`src/rtl/wb_csr_bridge.sv`:
```
module wb_csr_bridge #(
  parameter int CSR_DW = 8,
  parameter int WB_DW  = CSR_DW,
  parameter int CSR_AW = 8,
  localparam int RATIO = WB_DW / CSR_DW,
  localparam int IDXW  = (RATIO > 1) ? $clog2(RATIO) : 0,
  localparam int WB_AW = CSR_AW - IDXW,
  localparam int SELW  = (WB_DW + 7) / 8,
  localparam int CNTW  = $clog2(RATIO + 1)
) (
  input  logic              clk,
  input  logic              rst,
  input  logic [WB_AW-1:0]  wb_adr,
  input  logic [WB_DW-1:0]  wb_dat_w,
  output logic [WB_DW-1:0]  wb_dat_r,
  input  logic [SELW-1:0]   wb_sel,
  input  logic              wb_cyc,
  input  logic              wb_stb,
  input  logic              wb_we,
  output logic              wb_ack,
  output logic [CSR_AW-1:0] csr_addr,
  output logic              csr_r_stb,
  input  logic [CSR_DW-1:0] csr_r_data,
  output logic              csr_w_stb,
  output logic [CSR_DW-1:0] csr_w_data
);
  timeunit 1ns;
  timeprecision 1ps;

  if (!(CSR_DW == 8 || CSR_DW == 16 || CSR_DW == 32 || CSR_DW == 64) ||
      (WB_DW % CSR_DW) != 0 || (RATIO & (RATIO - 1)) != 0) begin : g_bad_width
    $error("wb_csr_bridge: unsupported CSR_DW/WB_DW combination (R1)");
  end

  logic [CNTW-1:0]  cnt;
  logic             req;
  logic             issue;
  logic             sel_unused;
  logic [WB_DW-1:0] word;

  assign req        = wb_cyc & wb_stb & ~rst;
  assign issue      = req && (cnt != CNTW'(RATIO));
  assign wb_ack     = req && (cnt == CNTW'(RATIO));
  assign csr_r_stb  = issue & ~wb_we;
  assign csr_w_stb  = issue & wb_we;
  assign wb_dat_r   = (wb_ack && !wb_we) ? word : '0;
  assign sel_unused = ^wb_sel;

  always_ff @(posedge clk) begin
    if (rst || !req || wb_ack) cnt <= '0;
    else                       cnt <= cnt + 1'b1;
  end

  if (RATIO == 1) begin : g_single
    assign csr_addr   = wb_adr;
    assign csr_w_data = wb_dat_w;
    assign word       = csr_r_data;
  end else begin : g_multi
    logic [IDXW-1:0]              idx;
    logic [(RATIO-1)*CSR_DW-1:0]  held;

    assign idx        = cnt[IDXW-1:0];
    assign csr_addr   = {wb_adr, idx};
    assign csr_w_data = wb_dat_w[idx*CSR_DW +: CSR_DW];
    assign word       = {csr_r_data, held};

    always_ff @(posedge clk) begin
      for (int k = 0; k < RATIO - 1; k++) begin
        if (req && !wb_we && cnt == CNTW'(k + 1))
          held[k*CSR_DW +: CSR_DW] <= csr_r_data;
      end
    end

    assert_first_chunk_R8: assert property (@(posedge clk) disable iff (rst)
      ((csr_r_stb || csr_w_stb) && !$past(csr_r_stb || csr_w_stb))
        |-> csr_addr[IDXW-1:0] == '0);
  end

  assert_ack_pulse_R2: assert property (@(posedge clk) disable iff (rst)
    wb_ack |=> !wb_ack);

  assert_strobe_excl_R4: assert property (@(posedge clk) disable iff (rst)
    !(csr_r_stb && csr_w_stb));

  assert_chunk_order_R3: assert property (@(posedge clk) disable iff (rst)
    ((csr_r_stb || csr_w_stb) && $past(csr_r_stb || csr_w_stb))
      |-> csr_addr == CSR_AW'($past(csr_addr) + 1'b1));

  assert_ack_after_strobe_R6: assert property (@(posedge clk) disable iff (rst)
    wb_ack |-> $past(csr_r_stb || csr_w_stb));

  assert_idle_quiet_R10: assert property (@(posedge clk) disable iff (rst)
    !(wb_cyc && wb_stb) |-> (!csr_r_stb && !csr_w_stb && !wb_ack));

endmodule

```
`config.mk`:
```
export PLATFORM = sky130hd
export DESIGN_NAME = wb_csr_bridge
export DESIGN_NICKNAME = d
export VERILOG_FILES = /design/src/rtl/wb_csr_bridge.sv
export SDC_FILE = /design/constraint.sdc
export NUM_CORES = 1
export LEC_CHECK = 0
export BUFFER_PORTS_ARGS = -buffer_cell sky130_fd_sc_hd__buf_2
export CAP_MARGIN = 20
export CORE_AREA = 2 2 39 41
export CTS_BUF_LIST = sky130_fd_sc_hd__clkbuf_16
export CTS_CLUSTER_DIAMETER = 200
export CTS_CLUSTER_SIZE = 20
export DETAILED_ROUTE_END_ITERATION = 10
export DIE_AREA = 0 0 41 43
export PLACE_DENSITY = 0.7
export SLEW_MARGIN = 10
export SYNTH_ARGS = -nofsm -noshare
export SYNTH_HDL_FRONTEND = slang
export SYNTH_SLANG_ARGS = --single-unit
export TNS_END_PERCENT = 20
```
`constraint.sdc`:
```
create_clock -name clk -period 1 [get_ports clk]
set_input_delay 0.2 -clock clk [delete_from_list [all_inputs] [get_ports clk]]
set_output_delay 0.2 -clock clk [all_outputs]
set_load 0.01 [all_outputs]
```
==> impl_metrics.tcl, run 1 <==
set metrics [dict create \
    slowest_delay_ns 0.26 \
    rows 14 \
    violations "setup timing" \
    globalplace.congestion 0.673 \
    numPortBuffers 23 \
    worst-path-buf-inv 2 \
    r2r_cells 2 \
    ys_ff_latch 1 \
    hp-class "input pin to output pin" \
    synthTopCellsByArea "buf_4, nor4b_2, nor2_1, dfxtp_1, nand3b_4" \
    synth_most_common_cell "buf_4" \
    final_area_um2 380 \
    ys_types 11 \
    reg_top3 "cnt x1" \
    synthCells 38 \
    hold_ws_ns 0.400 \
    max_freq_mhz 883 \
    initial_utilization_pct 20.4 \
    crit_path_top_delay_cell "nor4b_4" \
    power_mw 0.134 \
    period_needed_ns 1.13 \
    worst-path-stages 4 \
    synth-edff-count 0 \
    worst_slack_ns -0.132 \
    relSlewSlack_pct 88.1 \
    die_w_um 41 \
    synth_common_cells "buf_4, nor2_1, nand2_1" \
    grt_overflow 0 \
    period_share_pct 113 \
    grt_max_degree 9 \
    ys_seq_area_share_pct 7.08 \
    vias_per_cell 4.08 \
    drt-pass1-iter-count 2 \
    fin_skew_ns 0 \
    syn_to_final_growth_pct 34.5 \
    wirelength_um 690 \
    synth_area_um2 283 \
    peakVddDrop_uv 143 \
    final_hold_viol_count 0 \
    p_leak_nw 0.207 \
    synth_top_area_cell "buf_4" \
    worstMarginPinSlew_ns 0.178 \
    antenna_found_initial 0 \
    largest_reg_flops 1 \
    async_reset_ff_share_pct 0 \
    synth_nets 68 \
    grt_pass1_vias 234 \
    crit_type "input pin to output pin" \
    fin_nets 81 \
    ctsHoldBuffers 0 \
    drv_cap 0 \
    drt_first_iter_violations 3 \
    layout-drive-gt1-share_pct 69.4 \
    ios 57 \
    antenna_left 0 \
    clkLatencyLatePin_ns 0 \
    die_area_um2 1760 \
    slew_viol_final 0 \
    hpwlAfterDp_um 612 \
    setup_viol 11 \
    startpoint_type "input pin" \
    rsz0062_at_grt "true" \
    gr-usage-all-layers_pct 7.39 \
    wire_per_inst_um 10.6 \
    dpl_cell_area_um2 354 \
    required_ns 0.80 \
    fp.coreArea_um2 1380 \
    grt_pass1_wl_um 959 \
    p_per_area_nw_per_um2 351 \
    critPathMaxFanout 7 \
    min_delay_path_depth 0 \
    cp_data_arrival_time_ns 0.93 \
    synth_top_area_share_pct 42.5 \
    synth_top_flop_cell "dfxtp_1" \
    antenna_cells 0 \
    synth_area_per_cell_um2 7.44 \
    pre_cts_ws_ns -0.186 \
    cp_cell_sequence "buf_6, nand3b_4, nor4b_4, buf_2" \
    status "complete, but fails checks" \
    final_util_pct 27.5 \
    die_y_um 43 \
    num_vias 265 \
    endpoint_kind "output pin" \
    critPathTopFamily "simple AND/OR/NAND/NOR gates" \
    top_register "cnt" \
    yosysWarningCount 0 \
    drc 0 \
]
-- through the flow --
stage,instances,setup TNS (ns)
2_1_floorplan,38,-0.110
3_3_place_gp,63,-0.988
3_5_place_dp,63,-1.14
4_1_cts,64,-1.10
5_1_grt,65,-1.50
6_report,65,-0.855
-- worst paths after layout --
path	from	end	slack, ns
worst max-delay path	rst	wb_dat_r[0]	-0.13
worst min register to register	cnt	cnt	0.57
worst min-delay path	wb_dat_w[7]	csr_w_data[7]	0.40
worst max register to register	cnt	cnt	0.37
-- layer usage --
layer	track usage, %	vias to the layer above	routed length [um]
met3	1.05	0	139
met4	0.667	0	0
met2	14.1	29	332
met1	8.23	107	219
met5	0	-	0
li1	-	129	-
-- cells in the final DEF, fill, tap and decap left out, drive strengths merged --
cell type	netlist	layout
nand2	5	5
nor4b	3	3
buf	17	28
inv	1	1
nand3b	1	1
nor3b	1	1
dfxtp	1	1
nand4bb	1	1
nor2	7	7
nor3	1	1
-- cell type report --
type,instances,area [um^2]
fill,155,1000
tap,16,20.0
sequential,1,20.0
inverter,1,3.75
multi-input combinational,19,165
timing repair buffer,28,171
-- timing repair --
item / CTS / global route
gates resized for setup: 1 / 1
pin swaps: 2 / 0
buffers inserted: 1 / 1
endpoints found under the setup margin: 10 / 11
-- cells by family after synthesis --
logic type    count (synthesis)  share of synthesized area [%]
buf+inv                      18                           45.6
flops                         1                           7.08
simple gates                 19                           47.3
-- power by group --
| part | switching [mW] | total, mW | leakage (nW) | internal (mW) |
|---|---|---|---|---|
| sequential | 0.000949 | 0.0433 | 0.00820 | 0.0424 |
| combinational | 0.0387 | 0.0903 | 0.199 | 0.0517 |
| clock | 0 | 0 | 0 | 0 |
(Power assumes the default switching activity.)
==> run 2: changes to the inputs <==
Settings changed: PLACE_DENSITY 0.7 to 0.71.
==> run 2 against run 1 <==
The run still ends with setup timing left; wire length down 14%; via count down 6.4%; combinational power shrank 8.4%; core utilization fell by 1.6 points; fmax increased by 0.51%; sequential power about the same; sequential share of layout area grew 0.33 points; clock skew did not move; worst hold slack unchanged; worst setup slack better by 0.0058 ns; first-iteration DRC count down 100%; register-to-register slack barely moved; critical path type unchanged; critical endpoint unchanged; largest power group unchanged.
==> impl_metrics.tcl, run 2 (synthesis results as in run 1) <==
set metrics [dict create \
    slew_viol_final 0 \
    grt_pass1_vias 231 \
    required_ns 0.80 \
    ios 57 \
    wirelength_um 594 \
    final_cell_mix "buf_2, nor2_1, nand2_1, nor4b_4" \
    die_area_um2 1760 \
    rrSetupSlack_ns 0.36 \
    die_y_um 43 \
    num_vias 248 \
    globalplace.congestion 0.665 \
    crit_path_top_delay_cell "nor4b_4" \
    gr-usage-all-layers_pct 6.91 \
    max_freq_mhz 888 \
    endpoint_kind "output pin" \
    startpoint_type "input pin" \
    worst_slack_ns -0.127 \
    layout-drive-gt1-share_pct 67.4 \
    setup_tns_ns -0.759 \
    crit_type "input pin to output pin" \
    final_util_pct 25.9 \
    grt_overflow 0 \
    hpwlAfterDp_um 538 \
    final_common_cell "buf_2" \
    hp-class "input pin to output pin" \
    final_hold_viol_count 0 \
    clkLatencyLatePin_ns 0 \
    slowest_delay_ns 0.26 \
    instances_no_fill 62 \
    initial_utilization_pct 20.4 \
    drv_cap 0 \
    period_needed_ns 1.13 \
    fp.coreArea_um2 1380 \
    die_w_um 41 \
    p_leak_nw 0.194 \
    wire_per_inst_um 9.58 \
    drt-pass1-iter-count 1 \
    drt_first_iter_violations 0 \
    fin_nets 78 \
    top_register "cnt" \
    antenna_left 0 \
    cp_cell_sequence "buf_6, nand3b_4, nor4b_4, buf_2" \
    relSlewSlack_pct 88.0 \
    power_mw 0.126 \
    numPortBuffers 23 \
    nFillCells 147 \
    syn_to_final_growth_pct 26.5 \
    antenna_found_initial 0 \
    vias_per_cell 4.00 \
    drc 0 \
    hold_ws_ns 0.400 \
    rows 14 \
    grt_pass1_wl_um 897 \
    fin_skew_ns 0 \
    grt_max_degree 9 \
    p_per_area_nw_per_um2 352 \
    peakVddDrop_uv 139 \
    cp_data_arrival_time_ns 0.93 \
    reg_top3 "cnt x1" \
    antenna_cells 0 \
    largest_reg_flops 1 \
    critPathMaxFanout 7 \
    violations "setup timing" \
    placedCellCount 62 \
    period_share_pct 113 \
    worstMarginPinSlew_ns 0.179 \
    rsz0062_at_grt "true" \
    status "complete, but fails checks" \
    setup_viol 10 \
]
run 2: routing by layer:
metal,vias up,GRT usage (%),wire [um]
met4,0,1.33,0
met5,-,0,0
met3,0,0.524,111
met1,100,7.64,199
met2,25,13.1,283
li1,123,-,-
run 2: power breakdown:
part	switching, mW	total [mW]	leakage [nW]	internal [mW]
clock network	0	0	0	0
logic	0.0371	0.0827	0.186	0.0457
registers	0.000955	0.0434	0.00820	0.0424
run 2: through the flow:
step           setup WS, ns  area (um^2)
4_1_cts              -0.139          353
3_5_place_dp         -0.177          347
2_1_floorplan       -0.0550          309
3_3_place_gp         -0.149          347
5_1_grt              -0.198          358
6_report             -0.127          358
run 2: final timing paths:
kind,startpoint,end,cells past startpoint
min reg2reg,cnt,cnt,2
max reg2reg,cnt,cnt,2
max,rst,wb_dat_r[0],4
min,wb_dat_w[7],csr_w_data[7],0
run 2: repair_timing:
item / CTS / global route
pin swaps: 2 / 0
endpoints found under the setup margin: 10 / 10
resized for setup: 1 / 1
hold buffers: 0 / 0
hold endpoints to repair: 0 / 0
buffers inserted: 0 / 0
cloned: 0 / 0
run 2: cell type report:
| class | instances | area (um^2) | share of cell area, % |
|---|---|---|---|
| sequential | 1 | 20.0 | 5.59 |
| inverter | 1 | 3.75 | 1.05 |
| tap | 16 | 20.0 | 5.59 |
| timing repair buffer | 25 | 149 | 41.6 |
| multi-input combinational | 19 | 165 | 46.2 |
run 2: worst max-delay path, delay by kind of cell:
family / cells / cell delay, ns
AND/OR/NAND/NOR: 2 / 0.48
buffers and inverters: 2 / 0.25
==> run 3: changes to the inputs <==
Settings changed: ABC_AREA set to 1, PLACE_DENSITY 0.71 to 0.68.
==> run 3 against run 2 <==
The flow still finishes with violations (setup timing); largest power group unchanged; first-iteration DRC count unchanged; clock skew unchanged; synthesized cell count up 16%; worst hold slack unchanged; combinational power down 24%; core utilization down 2.8 points; via count up 0.40%; register-to-register slack worse by 0.04 ns; final cell count up 9.7%; critical endpoint is now wb_dat_r[2]; sequential share of layout area up 0.68 points; synthesized area down 12%; critical path depth up 2.
==> impl_metrics.tcl, run 3 <==
set metrics [dict create \
    status "complete, but fails checks" \
    violations "setup timing" \
    synth_top_flop_cell "dfxtp_1" \
    ys_ff_latch 1 \
    ios 57 \
    r2r_cells 3 \
    relSlewSlack_pct 91.4 \
    period_needed_ns 1.01 \
    drt_first_iter_violations 0 \
    gr-usage-all-layers_pct 5.11 \
    ys_types 7 \
    vias_per_cell 3.66 \
    dpl_cell_area_um2 265 \
    synth_top_area_share_pct 48.0 \
    synth_area_um2 250 \
    slowest_delay_ns 0.13 \
    rows 14 \
    die_y_um 43 \
    worst_slack_ns -0.0140 \
    grt_max_degree 9 \
    antenna_left 0 \
    die_area_um2 1760 \
    num_vias 249 \
    final_util_pct 23.1 \
    cp_cell_sequence "buf_6, nand2_4, nor2_4, nand3_4, nor2_2, buf_2" \
    grt_pass1_vias 180 \
    cp_data_arrival_time_ns 0.81 \
    die_w_um 41 \
    grt_pass1_wl_um 676 \
    period_share_pct 101 \
    final_cell_mix "buf_2, inv_1, nor2_1, nor2_2, buf_6" \
    synth_area_per_cell_um2 5.69 \
    final_common_cell "buf_2" \
    final_hold_viol_count 0 \
    syn_to_final_growth_pct 27.5 \
    ctsHoldBuffers 0 \
    setup_viol 8 \
    reg_top3 "cnt x1" \
    slew_viol_final 0 \
    clkLatencyLatePin_ns 0 \
    synthTopCellsByArea "buf_4, inv_1, nor2_1, dfxtp_1, nand3_2" \
    fin_skew_ns 0 \
    yosysWarningCount 0 \
    critPathMaxFanout 8 \
    antenna_found_initial 0 \
    rsz0062_at_grt "true" \
    wirelength_um 501 \
    setup_tns_ns -0.0607 \
    hpwlAfterDp_um 430 \
    min_to "csr_w_data[1]" \
    peakVddDrop_uv 221 \
    drt-pass1-iter-count 1 \
    required_ns 0.80 \
    top_register "cnt" \
    worst-path-buf-inv 2 \
    rrSetupSlack_ns 0.32 \
    p_leak_nw 0.221 \
    async_reset_ff_share_pct 0 \
    final_area_um2 319 \
    layout-drive-gt1-share_pct 57.7 \
    min_delay_path_depth 0 \
    drv_cap 0 \
    globalplace.congestion 0.574 \
    crit_path_top_delay_cell "nand3_4" \
    endpoint_kind "output pin" \
    synth_top_area_cell "buf_4" \
    fin_nets 84 \
    worstMarginPinSlew_ns 0.129 \
    fp.coreArea_um2 1380 \
    numPortBuffers 23 \
    initial_utilization_pct 18.1 \
    crit_type "input pin to output pin" \
    ys_seq_area_share_pct 8.00 \
    antenna_cells 0 \
    critPathTopFamily "simple AND/OR/NAND/NOR gates" \
    wire_per_inst_um 7.37 \
    synth_common_cells "buf_4, inv_1, nor2_1" \
    synth_nets 74 \
    rr_endpoint "cnt" \
    reg2reg_from "cnt" \
    drc 0 \
    synth-edff-count 0 \
    startpoint_type "input pin" \
    hp-start "wb_dat_w[1]" \
    largest_reg_flops 1 \
    grt_overflow 0 \
    hp-class "input pin to output pin" \
    synth_most_common_cell "buf_4" \
    p_per_area_nw_per_um2 334 \
    synthCells 44 \
    max_freq_mhz 986 \
]
[run 3: how the worst max path moves through the flow]
stage,start,end,slack (ns),cells past startpoint
finish,wb_stb,wb_dat_r[2],-0.01,6
global route,wb_stb,wb_dat_r[2],-0.09,6
CTS,wb_stb,wb_dat_r[2],-0.04,6
detailed placement,wb_cyc,wb_dat_r[5],-0.12,6
global placement,wb_cyc,wb_dat_r[2],-0.09,6
floorplan,wb_cyc,wb_dat_r[0],0.11,4
[run 3: worst reg2reg max path, stage by stage, from the launching register on]
cell	delay, ns
dfxtp_1	0.35
inv_1	0.07
nand2_1	0.10
inv_1	0.04
[run 3: what timing repair did]
item / CTS / global route
pin swaps: 3 / 3
resized for setup: 7 / 3
cloned: 0 / 0
buffers inserted: 1 / 0
setup endpoints to repair: 10 / 11
[run 3: cell type report]
type                       instances  area (um^2)
multi-input combinational         15         92.6
tap                               16         20.0
timing repair buffer              24          141
inverter                          12         45.0
fill                             163         1060
sequential                         1         20.0
[run 3: through the flow]
step                total power, mW  hold WS (ns)  std cells  worst slack, ns
finish                        0.106         0.400         68          -0.0140
global route                  0.114         0.400         68          -0.0865
CTS                           0.104         0.400         68          -0.0440
detailed placement           0.0881         0.400         67           -0.125
global placement             0.0870         0.400         67          -0.0946
floorplan                     0.126         0.396         44            0.108
[run 3: kinds of logic after synthesis]
kind of cell | Yosys count | share of synthesized area, %
buffers and inverters | 28 | 66.0
DFF | 1 | 8.00
and+or+nand+nor | 15 | 26.0
[run 3: power by group]
part	internal, mW	leakage (nW)	switching, mW
Sequential	0.0424	0.00820	0.00154
Clock	0	0	0
Combinational	0.0352	0.212	0.0273
Total	0.0777	0.221	0.0288
[run 3: routing by layer]
metal	vias up	wire length [um]	global-route usage (%)
met2	25	227	10.6
met4	0	12	2.00
met5	-	0	0
met1	99	144	3.82
met3	4	117	1.05
li1	121	-	-
